<file path="config.mk">
export PLATFORM = sky130hd
export DESIGN_NAME = vga_regbank
export DESIGN_NICKNAME = d
export VERILOG_FILES = /design/src/rtl/vga_regbank_pkg.sv /design/src/rtl/vga_port_decode.sv /design/src/rtl/vga_idx_group.sv /design/src/rtl/vga_crt_bank.sv /design/src/rtl/vga_regbank.sv
export SDC_FILE = /design/constraint.sdc
export NUM_CORES = 2
export LEC_CHECK = 0
export ABC_CLOCK_PERIOD_IN_PS = 7240
export BUFFER_PORTS_ARGS = -buffer_cell sky130_fd_sc_hd__buf_2
export CORE_AREA = 2 2 502 504
export DETAILED_ROUTE_END_ITERATION = 8
export DIE_AREA = 0 0 504 506
export GPL_TIMING_DRIVEN = 0
export SETUP_SLACK_MARGIN = 0.2
export SKIP_CTS_REPAIR_TIMING = 1
export SYNTH_ARGS = -nofsm -noshare
export SYNTH_HDL_FRONTEND = slang
export SYNTH_HIERARCHICAL = 1
export SYNTH_SLANG_ARGS = --single-unit
export TNS_END_PERCENT = 1
</file>
<file path="constraint.sdc">
create_clock -name clk -period 7.24 [get_ports clk]
set_clock_uncertainty 0.1 [all_clocks]
set_input_delay 0.724 -clock clk [delete_from_list [all_inputs] [get_ports clk]]
set_output_delay 0.724 -clock clk [all_outputs]
set_load 0.01 [all_outputs]
</file>
<file path="src/rtl/vga_regbank_pkg.sv">
// Shared constants, types and mask functions for the VGA register bank.
// Assumes a 16-bit I/O address space and byte-wide registers.
package vga_regbank_pkg;

    localparam int PORT_W = 16;
    typedef logic [PORT_W-1:0] port_t;

    localparam port_t P_SEQ_IDX  = 16'h03C4;
    localparam port_t P_SEQ_DAT  = 16'h03C5;
    localparam port_t P_GFX_IDX  = 16'h03CE;
    localparam port_t P_GFX_DAT  = 16'h03CF;
    localparam port_t P_MISC_WR  = 16'h03C2;
    localparam port_t P_MISC_RD  = 16'h03CC;
    localparam port_t P_CRT_IDX_M = 16'h03B4;
    localparam port_t P_CRT_DAT_M = 16'h03B5;
    localparam port_t P_CRT_IDX_C = 16'h03D4;
    localparam port_t P_CRT_DAT_C = 16'h03D5;

    // CRT register numbers with special behaviour
    localparam int CRI_LOCK_LAST = 7;
    localparam int CRI_LOCK_CTRL = 'h11;
    localparam int CRI_START_MID = 'h0C;
    localparam int CRI_START_LO  = 'h0D;
    localparam int CRI_ID_FIRST  = 'h2D;
    localparam int CRI_ID_LAST   = 'h30;
    localparam int CRI_EXT_SRC   = 'h51;
    localparam int CRI_EXT_DST   = 'h69;

    typedef enum logic {GRP_SEQ, GRP_GFX} grp_e;

    typedef struct packed {
        logic seq_idx;
        logic seq_dat;
        logic gfx_idx;
        logic gfx_dat;
        logic crt_idx;
        logic crt_dat;
        logic misc_wr;
        logic misc_rd;
        logic crt_dead;
    } port_sel_t;

    // Writable bits of a sequencer or graphics register
    function automatic logic [7:0] wr_mask(grp_e g, logic [3:0] i);
        logic [7:0] m;
        m = 8'h00;
        if (g == GRP_SEQ) begin
            case (i)
                4'd0: m = 8'h03;
                4'd1: m = 8'h3D;
                4'd2: m = 8'h0F;
                4'd3: m = 8'h3F;
                4'd4: m = 8'h0E;
                4'd7: m = 8'hFF;
                default: m = 8'h00;
            endcase
        end else begin
            case (i)
                4'd0, 4'd1, 4'd2, 4'd6, 4'd7: m = 8'h0F;
                4'd3: m = 8'h1F;
                4'd4: m = 8'h03;
                4'd5: m = 8'h7B;
                4'd8: m = 8'hFF;
                default: m = 8'h00;
            endcase
        end
        return m;
    endfunction

    // Reset value of a CRT register (identification bytes, else zero)
    function automatic logic [7:0] crt_reset_val(int i);
        logic [7:0] v;
        case (i)
            'h2D: v = 8'h88;
            'h2E: v = 8'hB0;
            'h2F: v = 8'h01;
            'h30: v = 8'hE1;
            default: v = 8'h00;
        endcase
        return v;
    endfunction

endpackage

</file>
<file path="src/rtl/vga_port_decode.sv">
// Decodes the I/O address into one-hot port selects.
// Assumes the CRT mapping bit is stable during an access; strobes are applied by the caller.
module vga_port_decode
    import vga_regbank_pkg::*;
(
    input  port_t     addr,
    input  logic      color_map,
    output port_sel_t sel
);

    // Address match for every port; the CRT pair follows the mapping bit
    always_comb begin
        sel = '0;
        sel.seq_idx = (addr == P_SEQ_IDX);
        sel.seq_dat = (addr == P_SEQ_DAT);
        sel.gfx_idx = (addr == P_GFX_IDX);
        sel.gfx_dat = (addr == P_GFX_DAT);
        sel.misc_wr = (addr == P_MISC_WR);
        sel.misc_rd = (addr == P_MISC_RD);
        if (color_map) begin
            sel.crt_idx  = (addr == P_CRT_IDX_C);
            sel.crt_dat  = (addr == P_CRT_DAT_C);
            sel.crt_dead = (addr == P_CRT_IDX_M) || (addr == P_CRT_DAT_M);
        end else begin
            sel.crt_idx  = (addr == P_CRT_IDX_M);
            sel.crt_dat  = (addr == P_CRT_DAT_M);
            sel.crt_dead = (addr == P_CRT_IDX_C) || (addr == P_CRT_DAT_C);
        end
    end

endmodule

</file>
<file path="src/rtl/vga_idx_group.sv">
// One indexed register group (sequencer or graphics) with per-index write masks.
// Assumes index and data writes never occur in the same cycle; reset is synchronous, active low.
module vga_idx_group
    import vga_regbank_pkg::*;
#(
    parameter int   IDX_W = 3,
    parameter grp_e GRP   = GRP_SEQ
) (
    input  logic                        clk,
    input  logic                        rst_n,
    input  logic                        idx_we,
    input  logic                        dat_we,
    input  logic [7:0]                  wdata,
    output logic [IDX_W-1:0]            idx_o,
    output logic [7:0]                  rd_o,
    output logic [(1<<IDX_W)*8-1:0]     regs_o
);

    localparam int N = 1 << IDX_W;

    logic [IDX_W-1:0] idx_q;
    logic [7:0]       regs [N];

    // Index register keeps only the low IDX_W bits
    always_ff @(posedge clk) begin
        if (!rst_n)      idx_q <= '0;
        else if (idx_we) idx_q <= wdata[IDX_W-1:0];
    end

    // Data write stores the masked value at the current index
    always_ff @(posedge clk) begin
        if (!rst_n) begin
            for (int i = 0; i < N; i++) regs[i] <= 8'h00;
        end else if (dat_we) begin
            regs[idx_q] <= wdata & wr_mask(GRP, 4'(idx_q));
        end
    end

    assign idx_o = idx_q;
    assign rd_o  = regs[idx_q];

    // Flatten the storage onto the raw output bus
    for (genvar g = 0; g < N; g++) begin : g_flat
        assign regs_o[g*8 +: 8] = regs[g];
    end

    assert_idx_trunc_R1: assert property (@(posedge clk) disable iff (!rst_n)
        idx_we |=> idx_o == $past(wdata[IDX_W-1:0]));

    assert_masked_store_R2: assert property (@(posedge clk) disable iff (!rst_n)
        (dat_we && !idx_we) |=> rd_o == ($past(wdata) & wr_mask(GRP, 4'($past(idx_o)))));

endmodule

</file>
<file path="src/rtl/vga_crt_bank.sv">
// CRT register group: lock of registers 0-7, fixed identification bytes,
// extended field copy into register 0x69 and the display start address.
// Assumes IDX_W >= 7 so that every special register exists.
module vga_crt_bank
    import vga_regbank_pkg::*;
#(
    parameter int IDX_W = 7
) (
    input  logic                     clk,
    input  logic                     rst_n,
    input  logic                     idx_we,
    input  logic                     dat_we,
    input  logic [7:0]               wdata,
    output logic [IDX_W-1:0]         idx_o,
    output logic [7:0]               rd_o,
    output logic [20:0]              start_addr_o,
    output logic [(1<<IDX_W)*8-1:0]  regs_o
);

    localparam int N = 1 << IDX_W;

    logic [IDX_W-1:0] idx_q;
    logic [7:0]       regs [N];
    logic             locked, in_lock_range, is_id, is_ext, wr_full, wr_bit4;

    // Classify the write target at the current index
    always_comb begin
        locked        = regs[CRI_LOCK_CTRL][7];
        in_lock_range = (idx_q <= IDX_W'(CRI_LOCK_LAST));
        is_id         = (idx_q >= IDX_W'(CRI_ID_FIRST)) && (idx_q <= IDX_W'(CRI_ID_LAST));
        is_ext        = (idx_q == IDX_W'(CRI_EXT_SRC));
        wr_full       = dat_we && !is_id && !(locked && in_lock_range);
        wr_bit4       = dat_we && locked && (idx_q == IDX_W'(CRI_LOCK_LAST));
    end

    // Index register
    always_ff @(posedge clk) begin
        if (!rst_n)      idx_q <= '0;
        else if (idx_we) idx_q <= wdata[IDX_W-1:0];
    end

    // Register storage with lock, read-only and field-copy rules
    always_ff @(posedge clk) begin
        if (!rst_n) begin
            for (int i = 0; i < N; i++) regs[i] <= crt_reset_val(i);
        end else begin
            if (wr_full) regs[idx_q] <= wdata;
            if (wr_bit4) regs[CRI_LOCK_LAST][4] <= wdata[4];
            if (wr_full && is_ext) regs[CRI_EXT_DST][3:2] <= wdata[1:0];
        end
    end

    assign idx_o        = idx_q;
    assign rd_o         = regs[idx_q];
    assign start_addr_o = {regs[CRI_EXT_DST][4:0], regs[CRI_START_MID], regs[CRI_START_LO]};

    // Flatten the storage onto the raw output bus
    for (genvar g = 0; g < N; g++) begin : g_flat
        assign regs_o[g*8 +: 8] = regs[g];
    end

    assert_lock_block_R4: assert property (@(posedge clk) disable iff (!rst_n)
        (dat_we && locked && idx_o < IDX_W'(CRI_LOCK_LAST)) |=> $stable(rd_o));

    assert_lock_bit4_R4: assert property (@(posedge clk) disable iff (!rst_n)
        (dat_we && idx_o == IDX_W'(CRI_LOCK_LAST)) |=> rd_o[4] == $past(wdata[4]));

    assert_id_fixed_R6: assert property (@(posedge clk) disable iff (!rst_n)
        regs[CRI_ID_FIRST] == 8'h88 && regs[CRI_ID_FIRST+1] == 8'hB0 &&
        regs[CRI_ID_FIRST+2] == 8'h01 && regs[CRI_ID_LAST] == 8'hE1);

    assert_ext_field_R7: assert property (@(posedge clk) disable iff (!rst_n)
        (dat_we && idx_o == IDX_W'(CRI_EXT_SRC)) |=>
            regs[CRI_EXT_DST][3:2] == $past(wdata[1:0]) &&
            regs[CRI_EXT_DST][7:4] == $past(regs[CRI_EXT_DST][7:4]) &&
            regs[CRI_EXT_DST][1:0] == $past(regs[CRI_EXT_DST][1:0]));

endmodule

</file>
<file path="src/rtl/vga_regbank.sv">
// VGA register port bank: decodes bus accesses, holds the mapping register,
// and steers reads from the sequencer, graphics and CRT groups.
// Assumes at most one of bus_wr / bus_rd per cycle; reset is synchronous, active low.
module vga_regbank
    import vga_regbank_pkg::*;
#(
    parameter int SEQ_IDX_W = 3,
    parameter int GFX_IDX_W = 4,
    parameter int CR_IDX_W  = 7
) (
    input  logic                         clk,
    input  logic                         rst_n,
    input  logic [15:0]                  bus_addr,
    input  logic                         bus_wr,
    input  logic                         bus_rd,
    input  logic [7:0]                   bus_wdata,
    output logic [7:0]                   bus_rdata,
    output logic [20:0]                  disp_start_addr,
    output logic [(1<<SEQ_IDX_W)*8-1:0]  seq_regs,
    output logic [(1<<GFX_IDX_W)*8-1:0]  gfx_regs,
    output logic [(1<<CR_IDX_W)*8-1:0]   crt_regs
);

    port_sel_t            sel;
    logic [7:0]           misc_q;
    logic [SEQ_IDX_W-1:0] seq_idx;
    logic [GFX_IDX_W-1:0] gfx_idx;
    logic [CR_IDX_W-1:0]  crt_idx;
    logic [7:0]           seq_rd, gfx_rd, crt_rd;

    vga_port_decode u_dec (
        .addr      (bus_addr),
        .color_map (misc_q[0]),
        .sel       (sel)
    );

    // Miscellaneous output register; bit 0 picks the CRT port pair
    always_ff @(posedge clk) begin
        if (!rst_n)                     misc_q <= 8'h00;
        else if (bus_wr && sel.misc_wr) misc_q <= bus_wdata;
    end

    vga_idx_group #(.IDX_W(SEQ_IDX_W), .GRP(GRP_SEQ)) u_seq (
        .clk    (clk),
        .rst_n  (rst_n),
        .idx_we (bus_wr && sel.seq_idx),
        .dat_we (bus_wr && sel.seq_dat),
        .wdata  (bus_wdata),
        .idx_o  (seq_idx),
        .rd_o   (seq_rd),
        .regs_o (seq_regs)
    );

    vga_idx_group #(.IDX_W(GFX_IDX_W), .GRP(GRP_GFX)) u_gfx (
        .clk    (clk),
        .rst_n  (rst_n),
        .idx_we (bus_wr && sel.gfx_idx),
        .dat_we (bus_wr && sel.gfx_dat),
        .wdata  (bus_wdata),
        .idx_o  (gfx_idx),
        .rd_o   (gfx_rd),
        .regs_o (gfx_regs)
    );

    vga_crt_bank #(.IDX_W(CR_IDX_W)) u_crt (
        .clk          (clk),
        .rst_n        (rst_n),
        .idx_we       (bus_wr && sel.crt_idx),
        .dat_we       (bus_wr && sel.crt_dat),
        .wdata        (bus_wdata),
        .idx_o        (crt_idx),
        .rd_o         (crt_rd),
        .start_addr_o (disp_start_addr),
        .regs_o       (crt_regs)
    );

    // Read steering; unmapped and inactive ports return all ones
    always_comb begin
        bus_rdata = 8'h00;
        if (bus_rd) begin
            bus_rdata = 8'hFF;
            if (sel.seq_idx)      bus_rdata = 8'(seq_idx);
            else if (sel.seq_dat) bus_rdata = seq_rd;
            else if (sel.gfx_idx) bus_rdata = 8'(gfx_idx);
            else if (sel.gfx_dat) bus_rdata = gfx_rd;
            else if (sel.crt_idx) bus_rdata = 8'(crt_idx);
            else if (sel.crt_dat) bus_rdata = crt_rd;
            else if (sel.misc_rd) bus_rdata = misc_q;
        end
    end

    assert_dead_port_R9: assert property (@(posedge clk) disable iff (!rst_n)
        (bus_wr && sel.crt_dead) |=> $stable(crt_regs) && $stable(crt_idx));

    assert_misc_store_R9: assert property (@(posedge clk) disable iff (!rst_n)
        (bus_wr && sel.misc_wr) |=> misc_q == $past(bus_wdata));

    assert_read_quiet_R11: assert property (@(posedge clk) disable iff (!rst_n)
        (bus_rd && !bus_wr) |=> $stable(seq_regs) && $stable(gfx_regs) && $stable(crt_regs));

endmodule

</file>
* Word level (Yosys, flattened, before mapping) *
Memory sizes are Yosys's and may differ from the RTL's. A register that Yosys moved wholly into a read port is not among the register bits.
Index checks and enable logic that the tools add are counted.
Widths: inputs -> output; s select.

cells by class
  $mul = 0
  bitwise operators = 4
  muxes and demuxes = 54
  shift-type cells = 0
  reductions and logical operators = 20
  equality and inequality tests = 17
  divide/modulo/power cells = 0
  add/subtract/negate cells = 0
  $lt $le $gt $ge = 3

operators by type and width
  cell                  number
  $eq 16x10->1 const B  10
  $mux 8                20
  $pmux 8 s6            1
  $reduce_or 8->1       3
  $mux 7                3
  $mux 1                20
  $mux 4                5
  $and 8x8->8           2
  $logic_and 1x1->1     14
  $mux 3                3
  $eq 7x3->1 const B    1
  $eq 7x7->1 const B    1
  $ge 7x6->1 const B    1
  $le 7x3->1 const B    1
  $le 7x6->1 const B    1
  $eq 3x2->1 const B    2
  $eq 3x3->1 const B    2
  $mux 2                2
  $eq 3x1->1 const B    1
  $logic_not 3->1       1
  $logic_not 1->1       2
  $or 1x1->1            2

word-level totals
  bits in writable memories = 1216
  memory bits (read-only) = 128
  flip-flop bits (word level) = 22
  input bits = 28
  memories kept = 4
  bits in latches = 0

memory list
  name             words  width  rd ports  clocked after Yosys merged registers in  wr ports  RTL line               RTL
  u_crt.regs       128    8      129       1                                        128       vga_crt_bank.sv:23     logic [7:0] regs [N];
  (no name shown)  16     8      1         1                                        0         vga_regbank_pkg.sv:58  case (i)
  u_gfx.regs       16     8      17        1                                        16        vga_idx_group.sv:22    logic [7:0] regs [N];
  u_seq.regs       8      8      9         1                                        8         vga_idx_group.sv:22

* Depth between registers and ports, before layout *
  depth after elaboration = 10
  gate-level depth with buffers = 11
  mapped depth without buffers = 8

* Cells and area by module *
Netlist, hierarchy kept.

modules (own cells, without submodules)
  module                 cells an instance  times used  area each (µm²)  seq. area each (µm²)
  vga_crt_bank           2964               1           45059.5          31029.8
  vga_idx_group (u_gfx)  429                1           6105.9           4124.0
  vga_idx_group (u_seq)  164                1           2932.8           2042.0
  vga_regbank            109                1           769.5            160.2
  vga_port_decode        22                 1           196.4            0.0

* Worst setup path before layout *
Ideal clock, no wire load.

  kind = input port to flip-flop
  start point = input bus_addr[13]
  end point = memory u_crt.regs[120][0] (enable)
  setup time = 384 ps
  setup slack = 2896 ps
  path buffers = 2
  stages = 10
  data arrival time = 3859 ps
  cells stage by stage = nor4_4 -> nand4_1 -> nor3b_1 -> buf_2 -> and2_1 -> inv_1 -> a2111oi_0 -> nand3_1 -> clkbuf_1 -> o21ai_0

RTL lines
  element             RTL line            RTL
  start: declaration  vga_regbank.sv:13   input logic [15:0] bus_addr,
  end: declaration    vga_crt_bank.sv:23

==> reports/metrics.yaml <==
cells_and_area:
  multiInputGateArea_um2: 16600
  utilization_pct: 28.7
  fillCellCount: 25700
  area_delta_synth_final_pct: 30.5
  fin_area_um2: 71800
  layout.nets: 5305
  ff_latch_area_um2: 37400
  drive_gt1_share_pct: 39.3
grt:
  overflow: 0
  grt_pass1_vias: 42900
  track_usage_pct: 29.6
  grt_max_degree: 18
  grt_pass1_wl_um: 483000
  antenna_found_initial: 74
synth:
  synth_area_per_cell_um2: 14.9
  syn_area_um2: 55100
  synthCells: 3686
  yosys_warnings: 6
sta:
  setup_ws_ps: 287
  slew_headroom_pct: -8.95
  setup-tns-final_ps: 0
  setup_viol: 0
  rsz0062_at_grt: "no"
  finalCritPeriodShare_pct: 96.0
  hold_viol_final: 0
  slew_violations: 76
  max_freq_ghz: 0.144
  post-route-min-period_ps: 6950
  tightest_slew_ps: 1630
placement:
  dp_slack_ps: 33.3
  placed_area_um2: 67300
  globalplace.congestion: 0.987
  hpwl_um: 321000
  io_buffers: 1272
power_and_ir_drop:
  ir_worst_vdd_uv: 199
  powerDensity_nw_per_um2: 238
  total_power_uw: 17100
  power_leakage_uw: 0.0247
clocking:
  htreeDepth: 4
  path_clk_slew_ps: 60
  cts.sinks: 1258
  root_buffer: "clkbuf_16"
  numCtsBuffers: 142
  clkLatencyLatePin_ps: 830
  clk_path_buf_depth: 3
  cts_tree: "built"
worst_setup_path:
  cp-start-kind: "flip-flop"
  required_ps: 6420
  crit_arrival_ps: 6130
  ff2ff_path_depth: 9
  criticalPathCategory: "flip-flop to output port"
  end_kind: "output port"
  worstPathMaxFanout: 12
  r2r_end: "u_crt/regs[88][3]$_SDFFCE_PN0P_"
  rrSetupSlack_ps: 780
  r2r_start: "misc_q[0]$_SDFFE_PN0P_"
detailed_routing:
  wl_per_cell_um: 44.4
  vias_per_cell: 5.14
  drtAntennaViolNets: 0
  vias: 45100
  drt_iter0_drc: 7167
  drc: 0
  drt_pass1_iterations: 5
  drt-total-wl_um: 390000
die:
  io_pins: 1273
  core_area_um2: 250000
  die_h_um: 506
  die_x_um: 504
  rows: 184
  die_area_um2: 255000
  start_util_pct: 22.0
run_status:
  violations: "capacitance limit, slew limit"
  outcome: "complete, but fails checks"
min_path:
  min-delay-start: "bus_wdata[6]"
  hold_path_end: "misc_q[6]$_SDFFE_PN0P_"
  hold_class: "input pin to flip-flop"
  whs_path_depth: 3
flow_run:
  cap_violations: 10
through the flow:
step / instances / hold slack (ps)
6_report: 8781 / 127
5_1_grt: 8746 / 77.7
4_1_cts: 8733 / 58.8
3_5_place_dp: 8477 / 359
3_3_place_gp: 8371 / 359
2_1_floorplan: 3751 / 339
worst max-delay path by stage:
stage | to | depth (start not counted)
4_1_cts | bus_rdata[3] | 11
3_3_place_gp | u_crt/regs[26][2]$_SDFFCE_PN0P_ | 11
6_report | bus_rdata[3] | 12
3_5_place_dp | u_crt/regs[89][1]$_SDFFCE_PN0P_ | 11
2_1_floorplan | u_crt/regs[120][0]$_SDFFCE_PN0P_ | 10
5_1_grt | bus_rdata[3] | 12
power by group:
group | internal, uW | total [uW] | switching (uW)
sequential | 8310 | 8630 | 312
clock | 3850 | 7060 | 3210
combinational | 433 | 1450 | 1010
cells in the final DEF (no fill, tap or decap), drive strengths merged, types with 19 or more instances in the layout:
master	instances
nor2b	27
a22oi	20
conb	68
buf	1454
mux2i	19
mux4	384
dfxtp	42
nor2	1144
inv	27
nand3	28
nand2	203
o21ai	137
nor3	33
diode	44
clkinv	61
clkbuf	397
edfxtp	1216
state kept, by name, summed over array words and instances, names as in the netlist, named ones only:
signal,flops
u_crt/idx_o,7
u_gfx/regs,128
u_gfx/idx_o,4
misc_q,8
u_crt/regs,1024
u_seq/idx_o,3
u_seq/regs,64
final cells by class:
| type | instances | share of cell area (%) |
|---|---|---|
| flip-flops and latches | 1258 | 52.0 |
| multi-input cells | 2178 | 23.2 |
| repair buffers | 1382 | 10.7 |
| well taps | 3348 | 5.83 |
| clock buffers | 177 | 5.17 |
| plain buffers | 297 | 2.00 |
| clock inverters | 79 | 0.876 |
| diodes | 44 | 0.153 |
| inverters | 18 | 0.0940 |
worst max-delay path, stage by stage, from the launching register on:
cell      delay [ps]
dfxtp_1          310
clkbuf_1         300
buf_2            650
buf_2            750
mux4_2           660
mux4_2           640
mux4_2           590
mux2_2           300
inv_1            260
a21oi_1          130
a221oi_1         300
o22ai_1          150
buf_2            170
layer usage:
metal	up-vias	GRT usage (%)	share of wire, %
met3	927	10.0	11
li1	17000	-	-
met1	23000	32.1	33
met4	6	20.0	8.4
met2	4245	49.1	47
met5	-	0	0.010
No activity file was read; power rests on OpenSTA's default activity.
